**config.mk**
```make
export PLATFORM = sky130hd
export DESIGN_NAME = errcnt_cross_irq
export DESIGN_NICKNAME = d
export VERILOG_FILES = /design/src/rtl/errcnt_pkg.sv /design/src/rtl/errcnt_arm_cell.sv /design/src/rtl/errcnt_flag_reg.sv /design/src/rtl/errcnt_cross_irq.sv
export SDC_FILE = /design/constraint.sdc
export NUM_CORES = 1
export LEC_CHECK = 0
export BUFFER_PORTS_ARGS = -buffer_cell sky130_fd_sc_hd__buf_4
export CAP_MARGIN = 20
export CORE_AREA = 2 2 39 41
export CTS_CLUSTER_DIAMETER = 40
export DETAILED_ROUTE_END_ITERATION = 8
export DIE_AREA = 0 0 41 43
export PLACE_DENSITY = 0.51
export SLEW_MARGIN = 20
export SYNTH_ARGS = -nofsm -noshare
export SYNTH_HDL_FRONTEND = slang
export SYNTH_SLANG_ARGS = --single-unit
```
**constraint.sdc**
```tcl
create_clock -name clk_i -period 1 [get_ports clk_i]
set_input_delay 0.15 -clock clk_i [delete_from_list [all_inputs] [get_ports clk_i]]
set_output_delay 0.15 -clock clk_i [all_outputs]
set_load 0.1 [all_outputs]
```
**src/rtl/errcnt_pkg.sv**
```systemverilog
package errcnt_pkg;
  localparam int unsigned CNT_W_DEF   = 8;
  localparam int unsigned WARN_DEF    = 96;
  localparam int unsigned PASSIVE_DEF = 128;
  localparam int unsigned NUM_CNT     = 2;  // transmit, receive
  localparam int unsigned NUM_LVL     = 2;  // warning, passive

  function automatic int unsigned lvl_value(input int unsigned idx,
                                            input int unsigned warn,
                                            input int unsigned passive);
    return (idx == 0) ? warn : passive;
  endfunction
endpackage

```
**src/rtl/errcnt_arm_cell.sv**
```systemverilog
module errcnt_arm_cell #(
  parameter int unsigned CNT_W = 8,
  parameter int unsigned LEVEL = 96
) (
  input  logic             clk_i,
  input  logic             rst_ni,
  input  logic [CNT_W-1:0] cnt_i,
  output logic             fire_o
);
  localparam logic [CNT_W-1:0] LVL = CNT_W'(LEVEL);

  logic armed_q;
  logic reached;

  assign reached = (cnt_i >= LVL);
  assign fire_o  = armed_q & reached;

  // Arms while below the level, disarms once a crossing has been reported.
  always_ff @(posedge clk_i) begin
    if (!rst_ni)       armed_q <= 1'b0;
    else if (!reached) armed_q <= 1'b1;
    else if (fire_o)   armed_q <= 1'b0;
  end
endmodule

```
**src/rtl/errcnt_flag_reg.sv**
```systemverilog
module errcnt_flag_reg (
  input  logic clk_i,
  input  logic rst_ni,
  input  logic set_i,
  input  logic clr_i,
  input  logic en_i,
  output logic flag_o,
  output logic irq_o
);
  logic flag_q;

  // A set takes priority over a coincident clear.
  always_ff @(posedge clk_i) begin
    if (!rst_ni)    flag_q <= 1'b0;
    else if (set_i) flag_q <= 1'b1;
    else if (clr_i) flag_q <= 1'b0;
  end

  assign flag_o = flag_q;
  assign irq_o  = flag_q & en_i;
endmodule

```
**src/rtl/errcnt_cross_irq.sv**
```systemverilog
module errcnt_cross_irq
  import errcnt_pkg::*;
#(
  parameter int unsigned CNT_W   = CNT_W_DEF,
  parameter int unsigned WARN    = WARN_DEF,
  parameter int unsigned PASSIVE = PASSIVE_DEF
) (
  input  logic             clk_i,
  input  logic             rst_ni,
  input  logic [CNT_W-1:0] tx_cnt_i,
  input  logic [CNT_W-1:0] rx_cnt_i,
  input  logic             clr_i,
  input  logic             en_i,
  output logic             flag_o,
  output logic             irq_o
);
  localparam int unsigned NUM_CELL = NUM_CNT * NUM_LVL;

  logic [NUM_CNT-1:0][CNT_W-1:0] cnt_vec;
  logic [NUM_CELL-1:0]           fire_vec;
  logic                          set_any;

  assign cnt_vec[0] = tx_cnt_i;
  assign cnt_vec[1] = rx_cnt_i;

  for (genvar c = 0; c < NUM_CNT; c++) begin : g_cnt
    for (genvar l = 0; l < NUM_LVL; l++) begin : g_lvl
      errcnt_arm_cell #(
        .CNT_W (CNT_W),
        .LEVEL (lvl_value(l, WARN, PASSIVE))
      ) u_cell (
        .clk_i  (clk_i),
        .rst_ni (rst_ni),
        .cnt_i  (cnt_vec[c]),
        .fire_o (fire_vec[c*NUM_LVL + l])
      );
    end
  end

  // Several simultaneous crossings collapse into one flag set.
  assign set_any = |fire_vec;

  errcnt_flag_reg u_flag (
    .clk_i  (clk_i),
    .rst_ni (rst_ni),
    .set_i  (set_any),
    .clr_i  (clr_i),
    .en_i   (en_i),
    .flag_o (flag_o),
    .irq_o  (irq_o)
  );
endmodule

```
After elaboration in Yosys (flattened, before gate mapping)

Cells that the tools add are included.

Output and inout port bits: 2
Bits of input ports: 20
Bits in registers: 5
Word-level logic and storage cells: 30

Multiplexer cells: 10
Eq/ne operators: 4
Reduce and logical (&&, ||, !) cells: 2
Magnitude comparators: 4
Bitwise operators: 5

Operators by type and width:

| operator                                                          | number |
|---|---|
| greater-or-equal comparator 8 x 7 -> 1 bit, second input constant | 2 |
| greater-or-equal comparator 8 bit, second input constant          | 2 |
| 2-to-1 mux 1 bit                                                  | 10 |
| != test 2 x 1 -> 1 bit, second input constant                     | 4 |
| AND 1 bit                                                         | 5 |
| OR reduction 4 bit                                                | 1 |
| nonzero test 2 bit                                                | 1 |

Longest topological paths before layout

Gate-level depths: netlist (run 1).

Depth after elaboration: 4
Mapped depth: 3
Depth with buffers taken out: 3

Cells and area by module

Synthesis (run 1) repeated with hierarchy kept, for this count alone.

Cell total of the unflattened synthesis: 19
Area total of the unflattened synthesis: 211.5 um^2

By module, submodules not included:

| module                                         | times used | cells each | area an instance (um^2) | sequential area each (um^2) |
|---|---|---|---|---|
| errcnt_arm_cell (g_cnt[0].g_lvl[0].u_cell ...) | 2          | 4          | 41.3                    | 20.0 |
| errcnt_arm_cell (g_cnt[0].g_lvl[1].u_cell ...) | 2          | 3          | 36.3                    | 20.0 |
| errcnt_flag_reg                                | 1          | 4          | 48.8                    | 20.0 |
| errcnt_cross_irq                               | 1          | 1          | 7.5                     | 0.0 |

Worst setup path before layout (run 1)

Ideal clock, no wire load.

Path type: register to output
Start point: register u_flag.flag_q, in the netlist u_flag.flag_o
End point: output port irq_o
Buffers on the path: 0
Arrival time: 1813 ps
Setup slack: -963 ps
Data required time: 850 ps
Cell stages (with the launch flop): 2
Cells stage by stage: dfxtp_1 > and2_1

Cells in the longest elaborated chain, start to end: 1

Ends and longest elaborated chain:

| what                   | RTL line               | RTL |
|---|---|---|
| start, declared        | errcnt_flag_reg.sv:10  | `logic flag_q;` |
| start signal, assigned | errcnt_flag_reg.sv:14  | `if (!rst_ni) flag_q <= 1'b0;` |
| start signal, assigned | errcnt_flag_reg.sv:15  | `else if (set_i) flag_q <= 1'b1;` |
| start signal, assigned | errcnt_flag_reg.sv:16  | `else if (clr_i) flag_q <= 1'b0;` |
| AND 1 bit              | errcnt_flag_reg.sv:20  | `assign irq_o = flag_q & en_i;` |
| end, declared          | errcnt_cross_irq.sv:15 | `output logic irq_o` |

No other way between the ends.

Worst setup path in the final report (run 1)

Same ends and word-level chain as after synthesis.

==> key figures, run 1 <==
Outcome
  – Status: finished with violations
  – Failing checks: negative setup slack

Pwr
  – P_sw: 0.146 mW
  – Combinational share of power: 21.2%
  – Leak: 0.152 nW
  – Switching Share: 26.1%
  – Clock power share: 39.7%
  – Int Pwr: 0.413 mW
  – Peak VDD IR: 0.000384 V
  – Pwr dens: 1720 nW/µm²
  – Reg power frac: 39.0%

Layout
  – Design area: 324 µm²
  – Share of post-route cells with drive strength above 1: 51.5%
  – Nets: 54
  – Area grow syn2layout: 83.7%
  – Ant diodes: 0
  – Fin cells: 49
  – Fillers: 156

STA
  – Max-slew headroom: 80.8%
  – RSZ-0062 raised after global routing: yes
  – Crit path time final: 1.03 ns
  – Tcrit/Tclk final: 103%
  – Setup_tns: -0.0418 ns
  – Clock skew: 0.000325 ns
  – Endpoints failing setup: 2
  – Final Hold Fails: 0
  – Pins Over Slew Limit: 0
  – Final WS setup: -0.0329 ns
  – F_max: 968 MHz
  – Worst-Margin Slew: 0.288 ns

Global routing
  – Vias in the first global route: 165
  – Grt ovf: 0
  – Total track usage: 5.93%
  – First-pass GRT wire length: 607 µm
  – Largest net degree at the start of global routing: 6
  – Initial antenna violation count: 0

Clock network
  – CTS tree: built
  – Worst-Skew Late Latency: 0.23 ns
  – Root Driver: clkbuf_4
  – Largest buffer count on any clock path: 2
  – Reg clk slew, reported paths: 0.04 ns
  – Post-CTS Setup Bufs: 0
  – # H-tree levels: 1
  – CTS buffer count: 3
  – Post-CTS Hold Fix Bufs: 0
  – Clock sink count: 5

Worst setup path
  – Critical-path cell list: and2_4 -> buf_12
  – Setup CP Type: reg2out
  – Crit-path max cell delay: 0.34 ns
  – CP max stage cell: dfxtp_4
  – Top Family by Delay on Critical Path: flip-flops
  – Arrival @ worst endpoint: 0.88 ns
  – Startpoint types: flop
  – Crit path capture type: output port
  – R2R setup slack: 0.15 ns
  – Crit Path Max Fanout: 3
  – Buf+Inv Stages, Crit Path: 1
  – WP data required: 0.85 ns

Placement
  – Port bufs: 11
  – Worst slack, placed: 0.118 ns
  – Routability congestion estimate: 0.610
  – Placed cell count: 45
  – DP Area: 285 µm²

Floorplan
  – Core area: 1380 µm²
  – Initial Utilization: 12.7%
  – Num rows: 14
  – Full die area: 1760 µm²
  – I/O pins: 22
  – Die Width: 41 µm
  – Die Y: 43 µm

Synthesis
  – Synth top area share: 56.7%
  – Ys Warns: 0
  – Top post-synthesis cells by area: dfxtp_1 57%, a211oi_1 8.5%, a222oi_1 5.7%
  – Yosys cell types: 10
  – Post-Syn Area: 176 µm²
  – Most area-hungry cell type in the Yosys netlist: dfxtp_1
  – Seq/Total Area, Yosys: 56.7%
  – Synth Instances: 18
  – Syn_nets: 38
  – Yosys reg bits: 5
  – Syn Area/Cell: 9.80 µm²

Drt
  – DR WL/cell: 8.39 µm
  – Residual DRC count: 0
  – Total wire length: 411 µm
  – Antenna Nets Post-Route: 0
  – Initial detailed-routing violation count: 7
  – Drt first pass iters: 4
  – Via Count: 177
  – Vias/cell: 3.61

Run
  – Number of max-cap violations: 0

Worst hold path
  – Min-delay worst type: in2reg
-- flip-flops by register name, indices dropped and copies added, names as in the netlist --
name                        cells
g_cnt.g_lvl.u_cell.armed_q      4
u_flag.flag_o                   1
-- cell families after synthesis --
kind of cell / Yosys count / synth area share, %
compound gates: 6 / 27.0
simple gates: 5 / 12.1
flops: 5 / 56.7
buf+inv: 2 / 4.26
-- final timing paths --
check | endpoint | start | depth (start not counted)
min reg2reg | u_flag.flag_o$_SDFFE_PN0P_ | g_cnt[0].g_lvl[0].u_cell.armed_q$_SDFFE_PN0P_ | 2
max | irq_o | u_flag.flag_o$_SDFFE_PN0P_ | 2
min | g_cnt[0].g_lvl[0].u_cell.armed_q$_SDFFE_PN0P_ | tx_cnt_i[6] | 2
max reg2reg | u_flag.flag_o$_SDFFE_PN0P_ | g_cnt[1].g_lvl[1].u_cell.armed_q$_SDFFE_PN0P_ | 2
-- cell usage after synthesis (all sizes together) --
master  count
nor2        2
nand2       2
a222oi      1
a21o        2
dfxtp       5
a31oi       1
inv         2
a211oi      2
and2        1
-- stage by stage --
stage	power, mW	utilization [%]	hold slack (ns)
4_1_cts	0.573	23.4	0.0878
2_1_floorplan	0.287	-	0.222
6_report	0.559	23.4	0.0980
3_5_place_dp	0.332	20.6	0.341
3_3_place_gp	0.332	20.6	0.337
5_1_grt	0.594	23.4	0.0966
-- power by group through the flow --
stage,logic (mW),registers (mW),clock network [mW]
finish,0.119,0.218,0.222
floorplan,0.0393,0.248,0
global placement,0.111,0.221,0
detailed placement,0.111,0.221,0
global route,0.126,0.219,0.249
CTS,0.119,0.218,0.236
-- routing by layer --
metal  share of wire, %  GRT usage, %  vias up
li1                   -             -       94
met1                 51          6.77       71
met2                 31          6.25       12
met3                 18          4.71        0
met4                  0          6.00        0
met5                  0             0        -
-- cell usage in the layout (no fill, tap or decap) --
| cell | count |
|---|---|
| and2_4 | 1 |
| a31oi_1 | 1 |
| dfxtp_4 | 1 |
| nand2_1 | 2 |
| dfxtp_1 | 4 |
| nor2_1 | 2 |
| inv_1 | 2 |
| clkbuf_4 | 3 |
| a21o_2 | 1 |
| a211oi_1 | 2 |
| buf_12 | 1 |
| clkbuf_1 | 1 |
| a21o_1 | 1 |
| buf_4 | 10 |
| a222oi_1 | 1 |
-- layout make-up --
| class | count | area (µm²) | share of cell area (%) |
|---|---|---|---|
| tap | 16 | 20.0 | 6.18 |
| timing repair buffer | 11 | 95.1 | 29.3 |
| sequential | 5 | 104 | 32.0 |
| inverter | 2 | 7.51 | 2.32 |
| multi-input combinational | 11 | 71.3 | 22.0 |
| clock buffer | 4 | 26.3 | 8.11 |
-- timing repair --
action                     in CTS  in global routing
setup endpoints to repair       2                  2
resized for setup               3                  0
pin swaps                       1                  0
cloned                          0                  0
(Power assumes the default switching activity.)
==> inputs of run 2 (changes only) <==
Settings changed: PLACE_DENSITY 0.51 to 0.39.
==> key figures, run 2 (same netlist as run 1, synthesis figures left out) <==
Layout
  – Share of post-route cells with drive strength above 1: 51.5% (unchanged)
  – Area grow syn2layout: 83.7% (unchanged)
  – Commonest non-fill, non-tap cell in the layout: buf_4
  – Max reg flops: 4 (unchanged)
  – Fillers: 159 (+1.9%)
  – Area of the multi-input gates: 71.3 µm² (unchanged)
  – Nets: 54 (unchanged)
  – Design area: 324 µm² (unchanged)
  – Register Area: 104 µm² (unchanged)
  – Largest reg by FF count: g_cnt.g_lvl.u_cell.armed_q
  – Commonest non-fill, non-tap cells in the layout: 10 x buf_4, 4 x dfxtp_1, 3 x clkbuf_4
  – Fin cells: 49 (unchanged)
  – Ant diodes: 0 (unchanged)
  – Final Util: 23.4% (unchanged)

Run
  – Number of max-cap violations: 0 (unchanged)

Worst setup path
  – Critical-path cell list: and2_4 -> buf_12
  – Crit Path Max Fanout: 3 (unchanged)
  – Startpoint types: flop
  – Arrival @ worst endpoint: 0.89 ns (about the same)
  – CP max stage cell: dfxtp_4
  – Setup CP Type: reg2out
  – Crit path capture type: output port
  – WP data required: 0.85 ns (about the same)
  – Crit-path max cell delay: 0.34 ns (about the same)

Floorplan
  – I/O pins: 22 (unchanged)
  – Die Y: 43 µm (unchanged)
  – Die Width: 41 µm (unchanged)
  – Initial Utilization: 12.7% (unchanged)
  – Num rows: 14 (unchanged)
  – Core area: 1380 µm² (unchanged)
  – Full die area: 1760 µm² (unchanged)

Placement
  – Routability congestion estimate: 0.605 (-0.79%)
  – Port bufs: 11 (unchanged)
  – DP Area: 285 µm² (unchanged)
  – Placed cell count: 45 (unchanged)

STA
  – Tcrit/Tclk final: 104% (+0.23 points)
  – Setup_tns: -0.0463 ns (-0.00448 ns)
  – Pins Over Slew Limit: 0 (unchanged)
  – Final WS setup: -0.0352 ns (-0.00226 ns)
  – Endpoints failing setup: 2 (unchanged)
  – Worst-Margin Slew: 0.279 ns (-0.00904 ns)
  – Final Hold Fails: 0 (unchanged)
  – Crit path time final: 1.04 ns (+0.00226 ns)
  – Max-slew headroom: 81.5% (+0.76 points)
  – Clock skew: 0.00214 ns (+0.00182 ns)
  – RSZ-0062 raised after global routing: yes
  – F_max: 966 MHz (-0.22%)

Global routing
  – Grt ovf: 0 (unchanged)
  – Initial antenna violation count: 0 (unchanged)
  – Total track usage: 6.24% (+0.31 points)
  – Vias in the first global route: 196 (+19%)
  – Largest net degree at the start of global routing: 6 (unchanged)
  – First-pass GRT wire length: 696 µm (+15%)

Clock network
  – Post-CTS Setup Bufs: 0 (unchanged)
  – Post-CTS Hold Fix Bufs: 0 (unchanged)
  – CTS buffer count: 3 (unchanged)
  – Worst-Skew Late Latency: 0.24 ns (about the same)
  – Clock sink count: 5 (unchanged)
  – Largest buffer count on any clock path: 2 (unchanged)
  – Root Driver: clkbuf_4
  – CTS tree: built
  – Reg clk slew, reported paths: 0.04 ns (about the same)
  – # H-tree levels: 1 (unchanged)

Drt
  – Antenna Nets Post-Route: 0 (unchanged)
  – Via Count: 189 (+6.8%)
  – DR WL/cell: 8.69 µm (+3.6%)
  – Residual DRC count: 0 (unchanged)
  – Vias/cell: 3.86 (+6.8%)
  – Drt first pass iters: 4 (unchanged)
  – Total wire length: 426 µm (+3.6%)
  – Initial detailed-routing violation count: 1 (-6)

Outcome
  – Failing checks: negative setup slack
  – Status: finished with violations

Pwr
  – Pwr dens: 1750 nW/µm² (+1.4%)
  – Leak: 0.152 nW (unchanged)
  – Peak VDD IR: 0.000288 V (-25%)

Worst hold path
  – Min-delay worst type: in2reg
## run 2: cell counts in the layout (fill, tap and decap cells not counted)
Identical to the previous run, type by type.
## run 2: final cells by class
cell class,count,area share [%]
Multi-Input combinational cell,11,22.0
Clock buffer,4,8.11
Timing Repair Buffer,11,29.3
Tap cell,16,6.18
Inverter,2,2.32
Sequential cell,5,32.0
## run 2: what timing repair did
action	in CTS	in global routing
endpoints found under the setup margin	2	2
resized for setup	3	0
pin swaps	1	0
gates cloned	0	0
## run 2: critical path, delay by kind of cell (launching register included)
| family | cells | cell delay [ns] |
|---|---|---|
| DFF | 1 | 0.34 |
| and+or+nand+nor | 1 | 0.14 |
| buffers and inverters | 1 | 0.16 |
## run 2: path summary, 6_finish.rpt
path,slack (ns),start,cells after the start,to
hold / removal,0.1,rx_cnt_i[5],2,g_cnt[1].g_lvl[0].u_cell.armed_q$_SDFFE_PN0P_
hold reg to reg,0.45,g_cnt[1].g_lvl[0].u_cell.armed_q$_SDFFE_PN0P_,2,u_flag.flag_o$_SDFFE_PN0P_
setup / recovery,-0.04,u_flag.flag_o$_SDFFE_PN0P_,2,irq_o
setup reg to reg,0.19,g_cnt[0].g_lvl[1].u_cell.armed_q$_SDFFE_PN0P_,2,u_flag.flag_o$_SDFFE_PN0P_
## run 2: routing by layer
metal	vias up	part of all wire [%]	global-route usage, %	wire, µm
li1	94	-	-	-
met1	91	31	5.18	131
met2	4	64	9.69	273
met3	0	4.9	0	21
met4	0	0	10.0	0
met5	-	0	0	0
## run 2: per-stage QoR
step / total power [mW] / hold WS, ns / worst slack (ns)
3_3_place_gp: 0.331 / 0.338 / 0.124
5_1_grt: 0.599 / 0.0922 / -0.0632
4_1_cts: 0.573 / 0.0931 / -0.0381
3_5_place_dp: 0.332 / 0.343 / 0.122
6_report: 0.567 / 0.0984 / -0.0352
2_1_floorplan: 0.287 / 0.222 / -0.0552
## run 2: power by group
group / total [mW] / switching (mW) / internal [mW]
combinational: 0.119 / 0.0684 / 0.0501
sequential: 0.217 / 0.00481 / 0.213
clock: 0.231 / 0.0800 / 0.151
==> inputs of run 3 (changes only) <==
Settings changed: PLACE_DENSITY 0.39 to 0.42, SYNTH_HIERARCHICAL set to 1.
==> key figures, run 3 <==
Outcome
  – Status: finished with violations
  – Failing checks: negative setup slack

Layout
  – Fillers: 148 (-6.9%)
  – Ant diodes: 0 (unchanged)
  – Area grow syn2layout: 73.4%
  – Max reg flops: 4 (unchanged)
  – Commonest non-fill, non-tap cell in the layout: buf_4
  – Nets: 55 (+1.9%)
  – Share of post-route cells with drive strength above 1: 70.6% (+19 points)
  – Commonest non-fill, non-tap cells in the layout: 9 x buf_4, 4 x dfxtp_1, 3 x clkbuf_4
  – Design area: 367 µm² (+13%)
  – Largest reg by FF count: g_cnt.g_lvl.u_cell/armed_q

Drt
  – Total wire length: 381 µm (-11%)
  – Via Count: 182 (-3.7%)
  – Antenna Nets Post-Route: 0 (unchanged)
  – Initial detailed-routing violation count: 2 (+1)
  – Vias/cell: 3.64 (-5.6%)
  – Residual DRC count: 0 (unchanged)
  – Drt first pass iters: 2 (-2)
  – DR WL/cell: 7.62 µm (-12%)

Synthesis
  – Most area-hungry cell type in the Yosys netlist: dfxtp_1
  – Yosys cell types: 9 (-1)
  – Fraction of registers with async set/reset: 0% (unchanged)
  – Top cells by count, synth: 5 x dfxtp_1, 3 x and2_2
  – Ys Warns: 6 (+6)
  – Post-synth EDFFs: 0 (unchanged)
  – Most frequent cell after synthesis: dfxtp_1
  – Syn Area/Cell: 11.1 µm² (+14%)
  – Yosys reg bits: 5 (unchanged)
  – Top post-synthesis cells by area: dfxtp_1 47%, and2_2 11%, a21oi_2 8.3%
  – Syn_nets: 39 (+2.6%)
  – Prevailing post-synth register cell: dfxtp_1
  – Post-Syn Area: 211 µm² (+20%)
  – Synth top area share: 47.3% (-9.4 points)
  – Synth Instances: 19 (+1)
  – Seq/Total Area, Yosys: 47.3% (-9.4 points)

Worst hold path
  – Min-delay worst type: in2reg
  – Hold path cells: 2 (unchanged)

Global routing
  – Initial antenna violation count: 0 (unchanged)
  – Grt ovf: 0 (unchanged)
  – Vias in the first global route: 198 (+1.0%)
  – First-pass GRT wire length: 634 µm (-8.9%)
  – Total track usage: 5.84% (-0.40 points)
  – Largest net degree at the start of global routing: 6 (unchanged)

Worst setup path
  – Critical-path cell list: and2_4 -> or4_4 -> o21a_1
  – R2R setup slack: -0.20 ns (-0.39 ns)
  – Crit path capture type: flop
  – Setup CP Type: reg2reg
  – Crit Path Max Fanout: 1 (-2)
  – Crit-path max cell delay: 0.51 ns (+0.17 ns)
  – Startpoint types: flop
  – Arrival @ worst endpoint: 1.33 ns (+0.44 ns)
  – WP data required: 1.13 ns (+0.28 ns)
  – CP max stage cell: or4_4
  – Reg2reg path depth: 3 (+1)

Clock network
  – Largest buffer count on any clock path: 2 (unchanged)
  – Root Driver: clkbuf_4
  – Clock sink count: 5 (unchanged)
  – CTS buffer count: 3 (unchanged)
  – Post-CTS Hold Fix Bufs: 0 (unchanged)
  – CTS tree: built
  – Reg clk slew, reported paths: 0.04 ns (about the same)
  – # H-tree levels: 1 (unchanged)
  – Worst-Skew Late Latency: 0.24 ns (about the same)

Floorplan
  – Die Width: 41 µm (unchanged)
  – Die Y: 43 µm (unchanged)
  – I/O pins: 22 (unchanged)
  – Full die area: 1760 µm² (unchanged)
  – Core area: 1380 µm² (unchanged)
  – Initial Utilization: 15.3% (+2.5 points)
  – Num rows: 14 (unchanged)

STA
  – Endpoints failing setup: 2 (unchanged)
  – Final Hold Fails: 0 (unchanged)
  – F_max: 834 MHz (-14%)
  – Pins Over Slew Limit: 0 (unchanged)
  – Final WS setup: -0.199 ns (-0.164 ns)
  – Worst-Margin Slew: 0.202 ns (-0.0775 ns)
  – RSZ-0062 raised after global routing: yes
  – Tcrit/Tclk final: 120% (+16 points)
  – Clock skew: 0.00413 ns (+0.00198 ns)
  – Crit path time final: 1.20 ns (+0.164 ns)
  – Max-slew headroom: 86.6% (+5.0 points)

Pwr
  – Peak VDD IR: 0.000365 V (+27%)
  – Final Total Pwr: 0.577 mW (+1.9%)
  – Leak: 0.163 nW (+7.5%)
  – Pwr dens: 1580 nW/µm² (-9.9%)

Placement
  – Port bufs: 11 (unchanged)
  – Routability congestion estimate: 0.625 (+3.3%)
  – DP Area: 320 µm² (+12%)

Run
  – Number of max-cap violations: 0 (unchanged)
==> run 3: area by class of cell <==
cell class | instances | area (µm²) | share of cell area (%)
multi-input cells | 14 | 118 | 32.1
flip-flops and latches | 5 | 104 | 28.3
repair buffers | 11 | 98.8 | 27.0
clock buffers | 4 | 26.3 | 7.17
well taps | 16 | 20.0 | 5.46
==> run 3: cells by family after synthesis <==
| logic type | after synthesis | share of synthesized area [%] |
|---|---|---|
| AOI/OAI and AO/OA | 3 | 11.8 |
| DFF | 5 | 47.3 |
| and+or+nand+nor | 11 | 40.8 |
==> run 3: metal layers <==
layer	part of all wire [%]	GRT usage, %
met5	0	0
met4	2.1	8.00
met3	6.0	1.57
met2	68	10.0
met1	23	3.56
==> run 3: stage by stage <==
stage                     TNS, ns  util [%]  hold slack [ns]  worst slack (ns)  cells
after floorplan            -0.233         -            0.267            -0.170     19
after global placement     -0.219      23.1            0.389            -0.219     46
after detailed placement   -0.239      23.1            0.397            -0.239     46
after CTS                  -0.249      26.2            0.144            -0.193     50
after global routing       -0.290      26.5            0.158            -0.224     50
final                      -0.239      26.5            0.151            -0.199     50
==> run 3: report_power, final <==
| part | total [mW] | leakage, nW | switching (mW) | internal [mW] |
|---|---|---|---|---|
| Clock | 0.225 | 0.0150 | 0.0744 | 0.150 |
| Sequential | 0.218 | 0.0421 | 0.00498 | 0.213 |
| Combinational | 0.135 | 0.106 | 0.0681 | 0.0668 |
| Total | 0.577 | 0.163 | 0.147 | 0.430 |
==> run 3: what timing repair did <==
| action | in CTS | in global routing |
|---|---|---|
| gates cloned | 0 | 0 |
| buffers inserted | 0 | 0 |
| setup endpoints to repair | 3 | 2 |
| hold endpoints to repair | 0 | 0 |
| gates resized for setup | 4 | 1 |
| pin swaps | 0 | 0 |
==> run 3: worst paths after layout <==
check / startpoint / endpoint
worst max register to register: g_cnt[1].g_lvl[1].u_cell/armed_q$_SDFFE_PN0P_ / u_flag/flag_o$_SDFFE_PN0P_
worst min register to register: u_flag/flag_o$_SDFFE_PN0P_ / u_flag/flag_o$_SDFFE_PN0P_
worst max-delay path: g_cnt[1].g_lvl[1].u_cell/armed_q$_SDFFE_PN0P_ / u_flag/flag_o$_SDFFE_PN0P_
worst min-delay path: rst_ni / u_flag/flag_o$_SDFFE_PN0P_
==> run 3: worst max-delay path: cells and delay by family (launching register included) <==
kind             cells  cell delay, ns
AND/OR/NAND/NOR      2            0.63
flip-flops           1            0.29
AO/OA/AOI/OAI        1            0.17
